**config.mk**
```make
export PLATFORM = sky130hd
export DESIGN_NAME = txslot_ctrl
export DESIGN_NICKNAME = d
export VERILOG_FILES = /design/src/rtl/txslot_pkg.sv /design/src/rtl/txslot_regs.sv /design/src/rtl/txslot_sched.sv /design/src/rtl/txslot_fetch.sv /design/src/rtl/txslot_ctrl.sv
export SDC_FILE = /design/constraint.sdc
export NUM_CORES = 1
export LEC_CHECK = 0
export ABC_AREA = 0
export ABC_CLOCK_PERIOD_IN_PS = 8800
export CORE_ASPECT_RATIO = 1.5
export CORE_MARGIN = 2
export CORE_UTILIZATION = 35
export CTS_CLUSTER_DIAMETER = 100
export DETAILED_ROUTE_END_ITERATION = 7
export PLACE_DENSITY_LB_ADDON = 0.08
export SLEW_MARGIN = 20
export SYNTH_ARGS = -nofsm -noshare
export SYNTH_HDL_FRONTEND = slang
export SYNTH_SLANG_ARGS = --single-unit
```
**constraint.sdc**
```tcl
create_clock -name clk -period 8.8 [get_ports clk]
set_input_delay 1.76 -clock clk [delete_from_list [all_inputs] [get_ports clk]]
set_output_delay 1.76 -clock clk [all_outputs]
set_load 0.01 [all_outputs]
```
**src/rtl/txslot_pkg.sv**
```systemverilog
package txslot_pkg;

   // status word bit positions decoded by host software
   localparam int ST_OWN_BIT   = 13;
   localparam int ST_UNDR_BIT  = 14;
   localparam int ST_OK_BIT    = 15;
   localparam int ST_THR_LSB   = 16;
   localparam int IRQ_TXOK_BIT = 2;

   typedef enum logic [2:0] {
      F_IDLE,
      F_REQ,
      F_WAIT,
      F_SEND,
      F_DONE
   } fetch_state_t;

endpackage

```
**src/rtl/txslot_regs.sv**
```systemverilog
module txslot_regs #(
   parameter int ADDR_W = 32,
   parameter int LEN_W  = 13,
   parameter int THR_W  = 6
) (
   input  logic              clk,
   input  logic              rst_n,
   input  logic              stat_we,
   input  logic              addr_we,
   input  logic [LEN_W-1:0]  len_in,
   input  logic [THR_W-1:0]  thr_in,
   input  logic [ADDR_W-1:0] base_in,
   input  logic              done,
   output logic              own,
   output logic              ok,
   output logic              sum_bit,
   output logic [LEN_W-1:0]  len,
   output logic [THR_W-1:0]  thr,
   output logic [ADDR_W-1:0] base
);

   always_ff @(posedge clk) begin
      if (!rst_n) begin
         own     <= 1'b1;
         ok      <= 1'b0;
         sum_bit <= 1'b0;
         len     <= '0;
         thr     <= '0;
         base    <= '0;
      end else if (done) begin
         own     <= 1'b1;
         ok      <= 1'b1;
         sum_bit <= 1'b1;
      end else begin
         if (stat_we && own) begin
            len     <= len_in;
            thr     <= thr_in;
            own     <= 1'b0;
            ok      <= 1'b0;
            sum_bit <= 1'b0;
         end
         if (addr_we && own) begin
            base <= base_in;
         end
      end
   end

   AST_LOCKED_LEN: assert property (@(posedge clk) disable iff (!rst_n)
      (!own && stat_we) |=> $stable(len) && $stable(thr));
   AST_LOCKED_BASE: assert property (@(posedge clk) disable iff (!rst_n)
      (!own && addr_we) |=> $stable(base));
   AST_DONE_QUEUED: assert property (@(posedge clk) disable iff (!rst_n)
      done |-> !own);
   AST_SUM_OWNED: assert property (@(posedge clk) disable iff (!rst_n)
      sum_bit |-> (own && ok));

endmodule

```
**src/rtl/txslot_sched.sv**
```systemverilog
module txslot_sched #(
   parameter int NUM_SLOTS = 4,
   localparam int SLOT_W = (NUM_SLOTS > 1) ? $clog2(NUM_SLOTS) : 1
) (
   input  logic              clk,
   input  logic              rst_n,
   input  logic              advance,
   output logic [SLOT_W-1:0] ptr
);

   always_ff @(posedge clk) begin
      if (!rst_n) begin
         ptr <= '0;
      end else if (advance) begin
         ptr <= ptr + 1'b1;
      end
   end

   AST_RING_STEP: assert property (@(posedge clk) disable iff (!rst_n)
      (ptr != $past(ptr)) |-> (ptr == SLOT_W'($past(ptr) + 1'b1)));

endmodule

```
**src/rtl/txslot_fetch.sv**
```systemverilog
module txslot_fetch #(
   parameter int ADDR_W    = 32,
   parameter int LEN_W     = 13,
   parameter int MIN_FRAME = 60
) (
   input  logic              clk,
   input  logic              rst_n,
   input  logic              start,
   input  logic [ADDR_W-1:0] start_base,
   input  logic [LEN_W-1:0]  start_len,
   output logic              idle,
   output logic              done,
   output logic              mem_rd_en,
   output logic [ADDR_W-1:0] mem_rd_addr,
   input  logic [7:0]        mem_rd_data,
   input  logic              tx_ready,
   output logic              tx_valid,
   output logic [7:0]        tx_data,
   output logic              tx_last
);
   import txslot_pkg::*;

   localparam logic [LEN_W-1:0] MINF = LEN_W'(MIN_FRAME);

   fetch_state_t      st;
   logic [ADDR_W-1:0] base_q;
   logic [LEN_W-1:0]  len_q;
   logic [LEN_W-1:0]  total_q;
   logic [LEN_W-1:0]  cnt;
   logic [7:0]        byte_q;
   logic              in_body;
   logic              at_end;

   assign in_body = (cnt < len_q);
   assign at_end  = (cnt == total_q - LEN_W'(1));

   always_ff @(posedge clk) begin
      if (!rst_n) begin
         st      <= F_IDLE;
         base_q  <= '0;
         len_q   <= '0;
         total_q <= '0;
         cnt     <= '0;
         byte_q  <= '0;
      end else begin
         case (st)
            F_IDLE: begin
               if (start) begin
                  base_q  <= start_base;
                  len_q   <= start_len;
                  total_q <= (start_len < MINF) ? MINF : start_len;
                  cnt     <= '0;
                  st      <= F_REQ;
               end
            end
            F_REQ: begin
               if (in_body) begin
                  st <= F_WAIT;
               end else begin
                  byte_q <= 8'h00;
                  st     <= F_SEND;
               end
            end
            F_WAIT: begin
               byte_q <= mem_rd_data;
               st     <= F_SEND;
            end
            F_SEND: begin
               if (tx_ready) begin
                  if (at_end) begin
                     st <= F_DONE;
                  end else begin
                     cnt <= cnt + 1'b1;
                     st  <= F_REQ;
                  end
               end
            end
            F_DONE:  st <= F_IDLE;
            default: st <= F_IDLE;
         endcase
      end
   end

   always_comb begin
      idle        = (st == F_IDLE);
      done        = (st == F_DONE);
      mem_rd_en   = (st == F_REQ) && in_body;
      mem_rd_addr = base_q + ADDR_W'(cnt);
      tx_valid    = (st == F_SEND);
      tx_data     = byte_q;
      tx_last     = (st == F_SEND) && at_end;
   end

   AST_TX_HOLD: assert property (@(posedge clk) disable iff (!rst_n)
      (tx_valid && !tx_ready) |=> (tx_valid && $stable(tx_data) && $stable(tx_last)));
   AST_PAD_ZERO: assert property (@(posedge clk) disable iff (!rst_n)
      (tx_valid && !in_body) |-> (tx_data == 8'h00));
   AST_NO_READ_WHILE_SENDING: assert property (@(posedge clk) disable iff (!rst_n)
      tx_valid |-> !mem_rd_en);

endmodule

```
**src/rtl/txslot_ctrl.sv**
```systemverilog
module txslot_ctrl #(
   parameter int NUM_SLOTS = 4,
   parameter int ADDR_W    = 32,
   parameter int LEN_W     = 13,
   parameter int THR_W     = 6,
   parameter int MIN_FRAME = 60,
   parameter int REG_AW    = 8,
   parameter int STAT_BASE = 'h10,
   parameter int ADDR_BASE = 'h20,
   parameter int SUM_OFF   = 'h40,
   parameter int IRQ_OFF   = 'h44
) (
   input  logic              clk,
   input  logic              rst_n,
   input  logic [REG_AW-1:0] reg_addr,
   input  logic              reg_wr,
   input  logic [31:0]       reg_wdata,
   output logic [31:0]       reg_rdata,
   output logic              mem_rd_en,
   output logic [ADDR_W-1:0] mem_rd_addr,
   input  logic [7:0]        mem_rd_data,
   input  logic              tx_ready,
   output logic              tx_valid,
   output logic [7:0]        tx_data,
   output logic              tx_last
);
   import txslot_pkg::*;

   localparam int SLOT_W = (NUM_SLOTS > 1) ? $clog2(NUM_SLOTS) : 1;

   // elaboration-time parameter checks
   if ((1 << SLOT_W) != NUM_SLOTS || NUM_SLOTS < 2) begin : g_bad_slots
      $error("NUM_SLOTS must be a power of two of at least 2");
   end
   if (LEN_W > ST_OWN_BIT) begin : g_bad_len
      $error("LEN_W must fit below the host-owns bit");
   end
   if (THR_W > 13) begin : g_bad_thr
      $error("THR_W must end below bit 29");
   end
   if (ADDR_W > 32) begin : g_bad_addr
      $error("ADDR_W must not exceed the register width");
   end
   if (MIN_FRAME < 1 || MIN_FRAME >= (1 << LEN_W)) begin : g_bad_min
      $error("MIN_FRAME out of range for LEN_W");
   end
   if (STAT_BASE + 4 * NUM_SLOTS > ADDR_BASE) begin : g_bad_map
      $error("status window overlaps address window");
   end

   logic [NUM_SLOTS-1:0] own_v;
   logic [NUM_SLOTS-1:0] ok_v;
   logic [NUM_SLOTS-1:0] sum_v;
   logic [NUM_SLOTS-1:0] done_v;
   logic [NUM_SLOTS-1:0] stat_we_v;
   logic [NUM_SLOTS-1:0] addr_we_v;
   logic [LEN_W-1:0]     len_a  [NUM_SLOTS];
   logic [THR_W-1:0]     thr_a  [NUM_SLOTS];
   logic [ADDR_W-1:0]    base_a [NUM_SLOTS];
   logic [31:0]          stat_word [NUM_SLOTS];

   logic [SLOT_W-1:0] ptr;
   logic              f_idle;
   logic              f_done;
   logic              f_start;
   logic              irq_txok;
   logic              irq_clr;

   for (genvar n = 0; n < NUM_SLOTS; n++) begin : g_slot
      assign stat_we_v[n] = reg_wr && (reg_addr == REG_AW'(STAT_BASE + 4 * n));
      assign addr_we_v[n] = reg_wr && (reg_addr == REG_AW'(ADDR_BASE + 4 * n));
      assign done_v[n]    = f_done && (ptr == SLOT_W'(n));

      txslot_regs #(
         .ADDR_W (ADDR_W),
         .LEN_W  (LEN_W),
         .THR_W  (THR_W)
      ) u_regs (
         .clk     (clk),
         .rst_n   (rst_n),
         .stat_we (stat_we_v[n]),
         .addr_we (addr_we_v[n]),
         .len_in  (reg_wdata[LEN_W-1:0]),
         .thr_in  (reg_wdata[ST_THR_LSB +: THR_W]),
         .base_in (reg_wdata[ADDR_W-1:0]),
         .done    (done_v[n]),
         .own     (own_v[n]),
         .ok      (ok_v[n]),
         .sum_bit (sum_v[n]),
         .len     (len_a[n]),
         .thr     (thr_a[n]),
         .base    (base_a[n])
      );

      always_comb begin
         stat_word[n]                        = '0;
         stat_word[n][LEN_W-1:0]             = len_a[n];
         stat_word[n][ST_OWN_BIT]            = own_v[n];
         stat_word[n][ST_OK_BIT]             = ok_v[n];
         stat_word[n][ST_THR_LSB +: THR_W]   = thr_a[n];
      end
   end

   txslot_sched #(
      .NUM_SLOTS (NUM_SLOTS)
   ) u_sched (
      .clk     (clk),
      .rst_n   (rst_n),
      .advance (f_done),
      .ptr     (ptr)
   );

   assign f_start = f_idle && !own_v[ptr];

   txslot_fetch #(
      .ADDR_W    (ADDR_W),
      .LEN_W     (LEN_W),
      .MIN_FRAME (MIN_FRAME)
   ) u_fetch (
      .clk         (clk),
      .rst_n       (rst_n),
      .start       (f_start),
      .start_base  (base_a[ptr]),
      .start_len   (len_a[ptr]),
      .idle        (f_idle),
      .done        (f_done),
      .mem_rd_en   (mem_rd_en),
      .mem_rd_addr (mem_rd_addr),
      .mem_rd_data (mem_rd_data),
      .tx_ready    (tx_ready),
      .tx_valid    (tx_valid),
      .tx_data     (tx_data),
      .tx_last     (tx_last)
   );

   assign irq_clr = reg_wr && (reg_addr == REG_AW'(IRQ_OFF)) && reg_wdata[IRQ_TXOK_BIT];

   always_ff @(posedge clk) begin
      if (!rst_n) begin
         irq_txok <= 1'b0;
      end else if (f_done) begin
         irq_txok <= 1'b1;
      end else if (irq_clr) begin
         irq_txok <= 1'b0;
      end
   end

   always_comb begin
      reg_rdata = '0;
      for (int i = 0; i < NUM_SLOTS; i++) begin
         if (reg_addr == REG_AW'(STAT_BASE + 4 * i)) reg_rdata = stat_word[i];
         if (reg_addr == REG_AW'(ADDR_BASE + 4 * i)) reg_rdata = 32'(base_a[i]);
      end
      if (reg_addr == REG_AW'(SUM_OFF)) reg_rdata = 32'(sum_v);
      if (reg_addr == REG_AW'(IRQ_OFF)) reg_rdata[IRQ_TXOK_BIT] = irq_txok;
   end

   AST_ONE_DONE: assert property (@(posedge clk) disable iff (!rst_n)
      $onehot0(done_v));
   AST_IRQ_SET: assert property (@(posedge clk) disable iff (!rst_n)
      f_done |=> irq_txok);
   AST_SEND_QUEUED: assert property (@(posedge clk) disable iff (!rst_n)
      tx_valid |-> !own_v[ptr]);

endmodule

```
==> results.cfg, run 1 <==
[min_path]
hp-class = reg -> reg
holdPathStages = 2

[floorplanning]
initial_core_util_pct = 35.51
fp.dieH_um = 262.7
die_w_um = 176.5
io_pins = 127
core_area_um2 = 43990
rows = 94
die-area_um2 = 46360

[drt]
drtPass1Iterations = 6
routed_via_density = 5.587
routed_wl_mm = 55.54
dr_total_vias = 14000
avgRoutedWirePerCell_um = 22.17
drtIter0Drc = 1114
drc = 0
ant_nets = 0

[sta]
fin_hold_ws_ns = 0.4634
rsz0062_at_grt = no
timing.fmax_ghz = 0.1377
timing.slew.headroom_pct = 23.33
finalHoldViolCount = 0
drv_slew = 0
fin_crit_ns = 7.260
setup-violations-final = 0
tightest_slew_ns = 1.149
finalCritPeriodShare_pct = 82.50
skew_ns = 0.01980
setup_tns_ns = 0

[global_route]
grt_util_met3_pct = 2.792
grt_pass1_vias = 13710
antenna_found_initial = 0
grt_use_total_pct = 23.63
grtUsageMet1_pct = 29.25
grt_pass1_wl_mm = 84.38
busiest_layer = met2
grt_max_degree = 122
globalRouteMet2Util_pct = 41.77
grt_overflow_total = 0

[clock_tree]
cts_setup_buffers = 0
cts_hold_buf = 0
path_clk_slew_ns = 0.06
htreeDepth = 2
cts-buffers-inserted = 34
cts_root_buffer = clkbuf_16
cts_resized = 0
cts_buffer_depth = 3
numClockSinks = 297
clock_latency_ns = 0.54
cts_tree = yes

[yosys]
yosys_warnings = 0
synth_nets = 1948
synthFlopType = dfxtp_1
synth-seq-cells = 297
yosysSeqAreaShare_pct = 38.07
avgSynthCellArea_um2 = 8.379
synth_edf_count = 0
synth_area_um2 = 15620
synthArstFlopShare_pct = 0
ys_types = 72
syn_inst = 1864

[run_status]
status = complete, no violations

[pwr]
vdd_drop_max_mv = 0.1043
leakage_uw = 0.006006
cellPowerDensity_nw_per_um2 = 155.6

[cells_and_area]
nets = 1990
final_cell_mix = nand2_1, dfxtp_1, a21boi_0
area_growth_pct = 16.95
n_antenna_cell = 0
drive_gt1_share_pct = 7.621
final_common_cell = nand2_1

[place]
globalplace.congestion = 0.8413
hpwl_mm = 37.59
io_buffers = 126

[critical_path]
criticalPathCategory = in -> out
worst_r2r_path_depth = 8
path_max_fanout = 17
crit_path_start_kind = primary input
end_kind = output port
critical_path_arrival_ns = 5.50
worstPathRequired_ns = 7.04

[job]
maxCapViolCount = 0
## Yosys cell counts (7+ instances only)
master	count	area [µm²]
a211oi_1	20	150.1
a21boi_0	252	1892
a21boi_1	7	52.55
a21oi_1	25	125.1
a221o_1	26	260.3
a222oi_1	15	150.1
a22o_1	11	96.34
a22oi_1	24	180.2
and2_1	9	56.30
and3_1	11	68.82
buf_1	8	30.03
buf_2	21	105.1
buf_4	18	135.1
clkbuf_1	101	379.1
dfxtp_1	297	5946
ha_1	31	387.9
inv_1	31	116.4
mux4_2	46	1036
nand2_1	566	2125
nand3_1	26	130.1
nand4_1	17	106.4
nor2_1	56	210.2
nor2b_1	11	68.82
nor3_1	18	90.09
nor3b_1	7	52.55
o21a_1	7	52.55
o21ai_0	39	195.2
o22ai_1	16	100.1
xnor2_1	32	280.3
xor2_1	13	113.9
## kinds of logic (layout without fill, tap and decap cells)
group / count (synthesis) / after routing / synth area share [%]
compound gates: 502 / 502 / 24.10
xor+xnor: 45 / 45 / 2.523
fa+ha+maj: 32 / 32 / 2.612
buf+inv: 179 / 244 / 4.903
flops: 297 / 297 / 38.07
mux: 47 / 47 / 6.697
simple gates: 762 / 762 / 21.09
## metrics by stage
| stage | cells | instance area [µm²] | worst slack, ns | util, % | total power [µW] |
|---|---|---|---|---|---|
| 2_1_floorplan | 1864 | 15620 | 3.405 | - | 1447 |
| 3_3_place_gp | 2445 | 17190 | 1.506 | 39.08 | 1495 |
| 3_5_place_dp | 2445 | 17190 | 1.453 | 39.08 | 1495 |
| 4_1_cts | 2504 | 18240 | 1.442 | 41.46 | 2874 |
| 5_1_grt | 2505 | 18270 | 1.301 | 41.53 | 2931 |
| 6_report | 2505 | 18270 | 1.540 | 41.53 | 2842 |
## final cells by class
cell class	instances	area, µm²
fillers	4492	25720
repair buffers	154	1493
inverters	31	116.4
multi-input cells	1388	8939
clock inverters	6	55.05
well taps	576	720.7
clock buffers	53	992.2
flip-flops and latches	297	5951
## state kept, by name (all words and copies together) (netlist names)
signal / count
g_slot.u_regs.len: 52
g_slot.u_regs.base: 128
u_sched.ptr: 2
g_slot.u_regs.sum_bit: 1
g_slot.u_regs.thr: 24
g_slot.u_regs.ok: 3
u_fetch.tx_data: 8
u_fetch.st: 3
irq_txok: 1
u_fetch.total_q: 13
u_fetch.base_q: 32
u_fetch.cnt: 13
u_fetch.len_q: 13
g_slot.u_regs.own: 4
## final timing paths
check                     end  slack (ns)             start
max             reg_rdata[18]        1.54       reg_addr[5]
min          u_fetch.len_q[6]        0.46  u_fetch.len_q[6]
max reg2reg    u_fetch.cnt[6]        4.96    u_sched.ptr[0]
min reg2reg  u_fetch.len_q[6]        0.46  u_fetch.len_q[6]
## power by group
group	internal, µW	leakage, µW	switching (µW)
sequential	1350	0.00239	4.66
clock	780	0.000508	597
combinational	51.9	0.00311	60.6
## layer usage
| layer | wire length, µm | vias up |
|---|---|---|
| li1 | - | 6655 |
| met5 | 0 | - |
| met1 | 22850 | 6800 |
| met2 | 28070 | 433 |
| met3 | 2733 | 107 |
| met4 | 1893 | 0 |
## critical path: stages
cell	delay, ns
clkdlybuf4s50_1	0.47
nor4b_2	0.83
and3_1	0.97
a222oi_1	0.21
nand2_1	0.13
o21ai_0	0.11
a211oi_1	0.32
a221o_1	0.16
clkdlybuf4s50_1	0.53
Note: power is estimated with default switching activity, not from simulation.
==> run 2, diff against run 1 <==
--- a/config.mk
+++ b/config.mk
@@ -6,7 +6,7 @@
 export NUM_CORES = 1
 export LEC_CHECK = 0
 export ABC_AREA = 0
-export ABC_CLOCK_PERIOD_IN_PS = 8800
+export ABC_CLOCK_PERIOD_IN_PS = 7500
 export CORE_ASPECT_RATIO = 1.5
 export CORE_MARGIN = 2
 export CORE_UTILIZATION = 35
==> constraint.sdc (replaced) <==
create_clock -name clk -period 7.5 [get_ports clk]
set_input_delay 1.5 -clock clk [delete_from_list [all_inputs] [get_ports clk]]
set_output_delay 1.5 -clock clk [all_outputs]
set_load 0.01 [all_outputs]
==> run 2 against run 1 <==
Combinational power rose by 18%. Non-clock buffer count rose by 8. Total power rose by 16%. Via count fell by 0.73%. Register-to-register slack got worse by 0.98 ns. Sequential power rose by 18%. Flip-flop and latch count did not move. Global-route usage fell by 0.12 points. Core utilization rose by 0.066 points. Critical path type unchanged. Critical endpoint is now reg_rdata[19]. Highest routed layer unchanged.
==> results.cfg, run 2 (synthesis gave the netlist of run 1 again) <==
[drt]
avgRoutedWirePerCell_um = 22.05
ant_nets = 0
routed_wl_mm = 55.35
dr_total_vias = 13890
routed_via_density = 5.535
drc = 0
drtPass1Iterations = 7
drtIter0Drc = 1160

[place]
globalplace.congestion = 0.8599
io_buffers = 126
hpwl_mm = 38.12
placed_cells = 2454

[cells_and_area]
drive_gt1_share_pct = 8.066
top_register = g_slot.u_regs.base
area.sequential_um2 = 5951
nets = 1995
final_cell_mix = nand2_1, dfxtp_1, a21boi_0
final_common_cell = nand2_1
instances_no_fill = 2510
area_growth_pct = 17.14
top_regs = g_slot.u_regs.base (128), g_slot.u_regs.len (52), u_fetch.base_q (32)
multi_input_area_um2 = 8935
fillCellCount = 4489
largest_register_ffs = 128
n_antenna_cell = 0

[critical_path]
worst_r2r_path_depth = 7
path_max_fanout = 17
rrSetupSlack_ns = 3.98
slowest_stage = and3_1
cpPeakStageDelay_ns = 0.91
r2r_start = u_sched.ptr[1]
worstPathCellList = clkdlybuf4s50_1 > nor3_1 > and3_1 > a222oi_1 > nand2_1 > o21ai_0 > a211oi_1 > a221o_1 > clkdlybuf4s50_1
critical_path_arrival_ns = 5.10
end_kind = output port
crit_path_start_kind = primary input
worstPathRequired_ns = 6.00
crit_top_cell = clkdlybuf4s50_1
r2r_end = u_fetch.total_q[0]
criticalPathCategory = in -> out

[global_route]
grt_pass1_vias = 13610
grt_max_degree = 124
grt_use_total_pct = 23.51
grt_overflow_total = 0
antenna_found_initial = 0
grt_pass1_wl_mm = 84.38

[sta]
setup_tns_ns = 0
tightest_slew_ns = 1.074
drv_slew = 0
finalHoldViolCount = 0
setup-violations-final = 0
fin_crit_ns = 6.600
rsz0062_at_grt = no
skew_ns = 0.01799
timing.fmax_ghz = 0.1515
timing.slew.headroom_pct = 28.35
finalCritPeriodShare_pct = 88.00

[min_path]
holdPathEnd = g_slot[0].u_regs.thr[5]
worstHoldStart = g_slot[0].u_regs.thr[5]
hp-class = reg -> reg
holdPathStages = 2

[floorplanning]
io_pins = 127
core_area_um2 = 43990
rows = 94
initial_core_util_pct = 35.51
die-area_um2 = 46360
die_w_um = 176.5
fp.dieH_um = 262.7

[pwr]
vdd_drop_max_mv = 0.1500
leakage_uw = 0.006037
cellPowerDensity_nw_per_um2 = 180.6

[clock_tree]
numClockSinks = 297
cts-buffers-inserted = 31
cts_hold_buf = 0
path_clk_slew_ns = 0.06
cts_resized = 0
cts_setup_buffers = 0
cts_tree = yes
cts_root_buffer = clkbuf_16
htreeDepth = 1
clock_latency_ns = 0.59
cts_buffer_depth = 3

[run_status]
status = complete, no violations

[job]
maxCapViolCount = 0
run 2: per-layer routing:
| layer | track usage (%) | routed length (µm) |
|---|---|---|
| met1 | 29.48 | 23090 |
| met2 | 41.77 | 27770 |
| met3 | 2.532 | 2787 |
| met4 | 7.460 | 1704 |
| met5 | 0 | 0 |
run 2: where the power goes:
part	total [µW]	internal, µW	switching (µW)
combinational	132	61.1	71.4
clock	1580	902	682
sequential	1590	1580	5.43
run 2: metrics by stage:
| stage | total power (µW) | hold slack (ns) | instance area (µm²) | util, % | setup WS, ns |
|---|---|---|---|---|---|
| 5_1_grt | 3403 | 0.4790 | 18300 | 41.59 | 0.7250 |
| 6_report | 3303 | 0.4581 | 18300 | 41.59 | 0.9004 |
| 3_5_place_dp | 1754 | 0.4503 | 17280 | 39.27 | 0.9818 |
| 3_3_place_gp | 1755 | 0.4464 | 17260 | 39.24 | 1.019 |
| 2_1_floorplan | 1698 | 0.4346 | 15620 | - | 2.625 |
| 4_1_cts | 3337 | 0.4586 | 18290 | 41.58 | 0.9602 |
run 2: worst max-delay path: cells and delay by family:
family	cells	cell delay, ns
AND/OR/NAND/NOR	3	1.76
buffers and inverters	2	0.97
AO/OA/AOI/OAI	4	0.85
run 2: how the worst max path moves through the flow:
| stage | start | end | slack [ns] |
|---|---|---|---|
| 6_report | reg_addr[1] | reg_rdata[19] | 0.90 |
| 3_5_place_dp | reg_addr[1] | reg_rdata[19] | 0.98 |
| 3_3_place_gp | reg_addr[1] | reg_rdata[19] | 1.02 |
| 4_1_cts | reg_addr[1] | reg_rdata[19] | 0.96 |
| 2_1_floorplan | reg_addr[4] | reg_rdata[21] | 2.62 |
| 5_1_grt | reg_addr[4] | reg_rdata[10] | 0.72 |
run 2: cell type report:
type / instances / area share (%)
sequential: 297 / 32.53
multi-input combinational: 1388 / 48.84
clock inverter: 14 / 0.8686
timing repair buffer: 162 / 8.508
clock buffer: 42 / 4.685
inverter: 31 / 0.6360
tap: 576 / 3.939
==> run 3, diff against run 2 <==
--- a/config.mk
+++ b/config.mk
@@ -10,6 +10,7 @@
 export CORE_ASPECT_RATIO = 1.5
 export CORE_MARGIN = 2
 export CORE_UTILIZATION = 35
+export CTS_BUF_LIST = sky130_fd_sc_hd__clkbuf_16
 export CTS_CLUSTER_DIAMETER = 100
 export DETAILED_ROUTE_END_ITERATION = 7
 export PLACE_DENSITY_LB_ADDON = 0.08
==> run 3 against run 2 <==
Non-clock buffer count did not move. Largest power group unchanged. Critical path depth stayed put. Cell area decreased by 0.22%. Largest cell class unchanged. Critical path type unchanged.
==> results.cfg, run 3 (synthesis gave the netlist of run 1 again) <==
[sta]
setup-violations-final = 0
skew_ns = 0.01768
timing.fmax_ghz = 0.1512
setup_tns_ns = 0
finalHoldViolCount = 0
timing.slew.headroom_pct = 28.10
finalCritPeriodShare_pct = 88.20
tightest_slew_ns = 1.077
rsz0062_at_grt = no
fin_crit_ns = 6.615
drv_slew = 0

[global_route]
grt_pass1_vias = 13600
antenna_found_initial = 0
grt_pass1_wl_mm = 84.39
grt_use_total_pct = 23.51
grt_max_degree = 124
grt_overflow_total = 0

[cells_and_area]
nets = 1995
top_regs = g_slot.u_regs.base (128), g_slot.u_regs.len (52), u_fetch.base_q (32)
largest_register_ffs = 128
final_common_cell = nand2_1
area_growth_pct = 16.88
final_cell_mix = nand2_1, dfxtp_1, a21boi_0
top_register = g_slot.u_regs.base
n_antenna_cell = 0
drive_gt1_share_pct = 7.859

[clock_tree]
cts_hold_buf = 0
path_clk_slew_ns = 0.06
htreeDepth = 1
cts_buffer_depth = 3
numClockSinks = 297
cts_tree = yes
clock_latency_ns = 0.59
cts_setup_buffers = 0
cts-buffers-inserted = 31
cts_resized = 0
cts_root_buffer = clkbuf_16

[place]
globalplace.congestion = 0.8599
io_buffers = 126
hpwl_mm = 38.12

[drt]
routed_wl_mm = 55.28
routed_via_density = 5.552
drtIter0Drc = 1149
drtPass1Iterations = 5
dr_total_vias = 13940
avgRoutedWirePerCell_um = 22.02
ant_nets = 0
drc = 0

[critical_path]
critical_path_arrival_ns = 5.12
criticalPathCategory = in -> out
cpPeakStageDelay_ns = 0.93
crit_family = simple AND/OR/NAND/NOR gates
r2r_start = u_sched.ptr[1]
r2r_end = u_fetch.total_q[0]
crit_path_start_kind = primary input
rrSetupSlack_ns = 3.97
end_kind = output port
worstPathRequired_ns = 6.00
crit_buf_inv = 2
path_max_fanout = 17
worstPathCellList = clkdlybuf4s50_1 > nor3_1 > and3_1 > a222oi_1 > nand2_1 > o21ai_0 > a211oi_1 > a221o_1 > clkdlybuf4s50_1
crit_top_cell = clkdlybuf4s50_1
slowest_stage = and3_1
worst_r2r_path_depth = 7

[floorplanning]
initial_core_util_pct = 35.51
rows = 94
fp.dieH_um = 262.7
core_area_um2 = 43990
die_w_um = 176.5
io_pins = 127
die-area_um2 = 46360

[pwr]
leakage_uw = 0.006043
power_uw = 3252
vdd_drop_max_mv = 0.1500
cellPowerDensity_nw_per_um2 = 178.1

[min_path]
worstHoldStart = g_slot[0].u_regs.thr[5]
holdPathStages = 2
hp-class = reg -> reg
holdPathEnd = g_slot[0].u_regs.thr[5]

[job]
maxCapViolCount = 0

[run_status]
status = complete, no violations
## run 3: where the power goes
group	switching, µW	total [µW]	internal [µW]
registers	5.49	1590	1580
logic	71.5	133	61.1
clock network	681	1530	851
## run 3: worst max-delay path by stage
stage / depth (start not counted) / from / endpoint / slack, ns
after global routing: 9 / reg_addr[4] / reg_rdata[10] / 0.72
after floorplan: 9 / reg_addr[4] / reg_rdata[21] / 2.62
after CTS: 9 / reg_addr[1] / reg_rdata[19] / 0.96
after detailed placement: 9 / reg_addr[1] / reg_rdata[19] / 0.98
after global placement: 9 / reg_addr[1] / reg_rdata[19] / 1.02
final: 9 / reg_addr[1] / reg_rdata[18] / 0.88
## run 3: metal layers
metal	vias to the layer above	global-route usage (%)	part of all wire, %
met1	6760	29.50	42
met4	0	7.460	2.9
met5	-	0	0
li1	6649	-	-
met3	103	2.532	5.0
met2	423	41.74	50
## run 3: worst register-to-register path, stage by stage (launching register included)
cell and delay [ns]:
dfxtp_4 0.76, buf_4 0.54, mux4_2 0.67, or4_1 0.58
nor4_2 0.46, nand2_1 0.20, nand3_1 0.14, a21boi_1 0.07
## run 3: per-stage QoR
step	instances	worst slack, ns	area, µm²	hold slack (ns)	util, %
after detailed placement	2454	0.9818	17280	0.4503	39.27
after global routing	2510	0.7250	18260	0.4790	41.50
final	2510	0.8847	18260	0.4591	41.50
after floorplan	1864	2.625	15620	0.4346	-
after global placement	2453	1.019	17260	0.4464	39.24
after CTS	2510	0.9602	18250	0.4586	41.49
## run 3: final cells by class
cell class                 instances  area, µm²
timing repair buffer             162       1556
sequential                       297       5951
clock buffer                      31      775.7
multi-input combinational       1388       8935
tap                              576      720.7
inverter                          31      116.4
fill                            4493      25730
clock inverter                    25      200.2
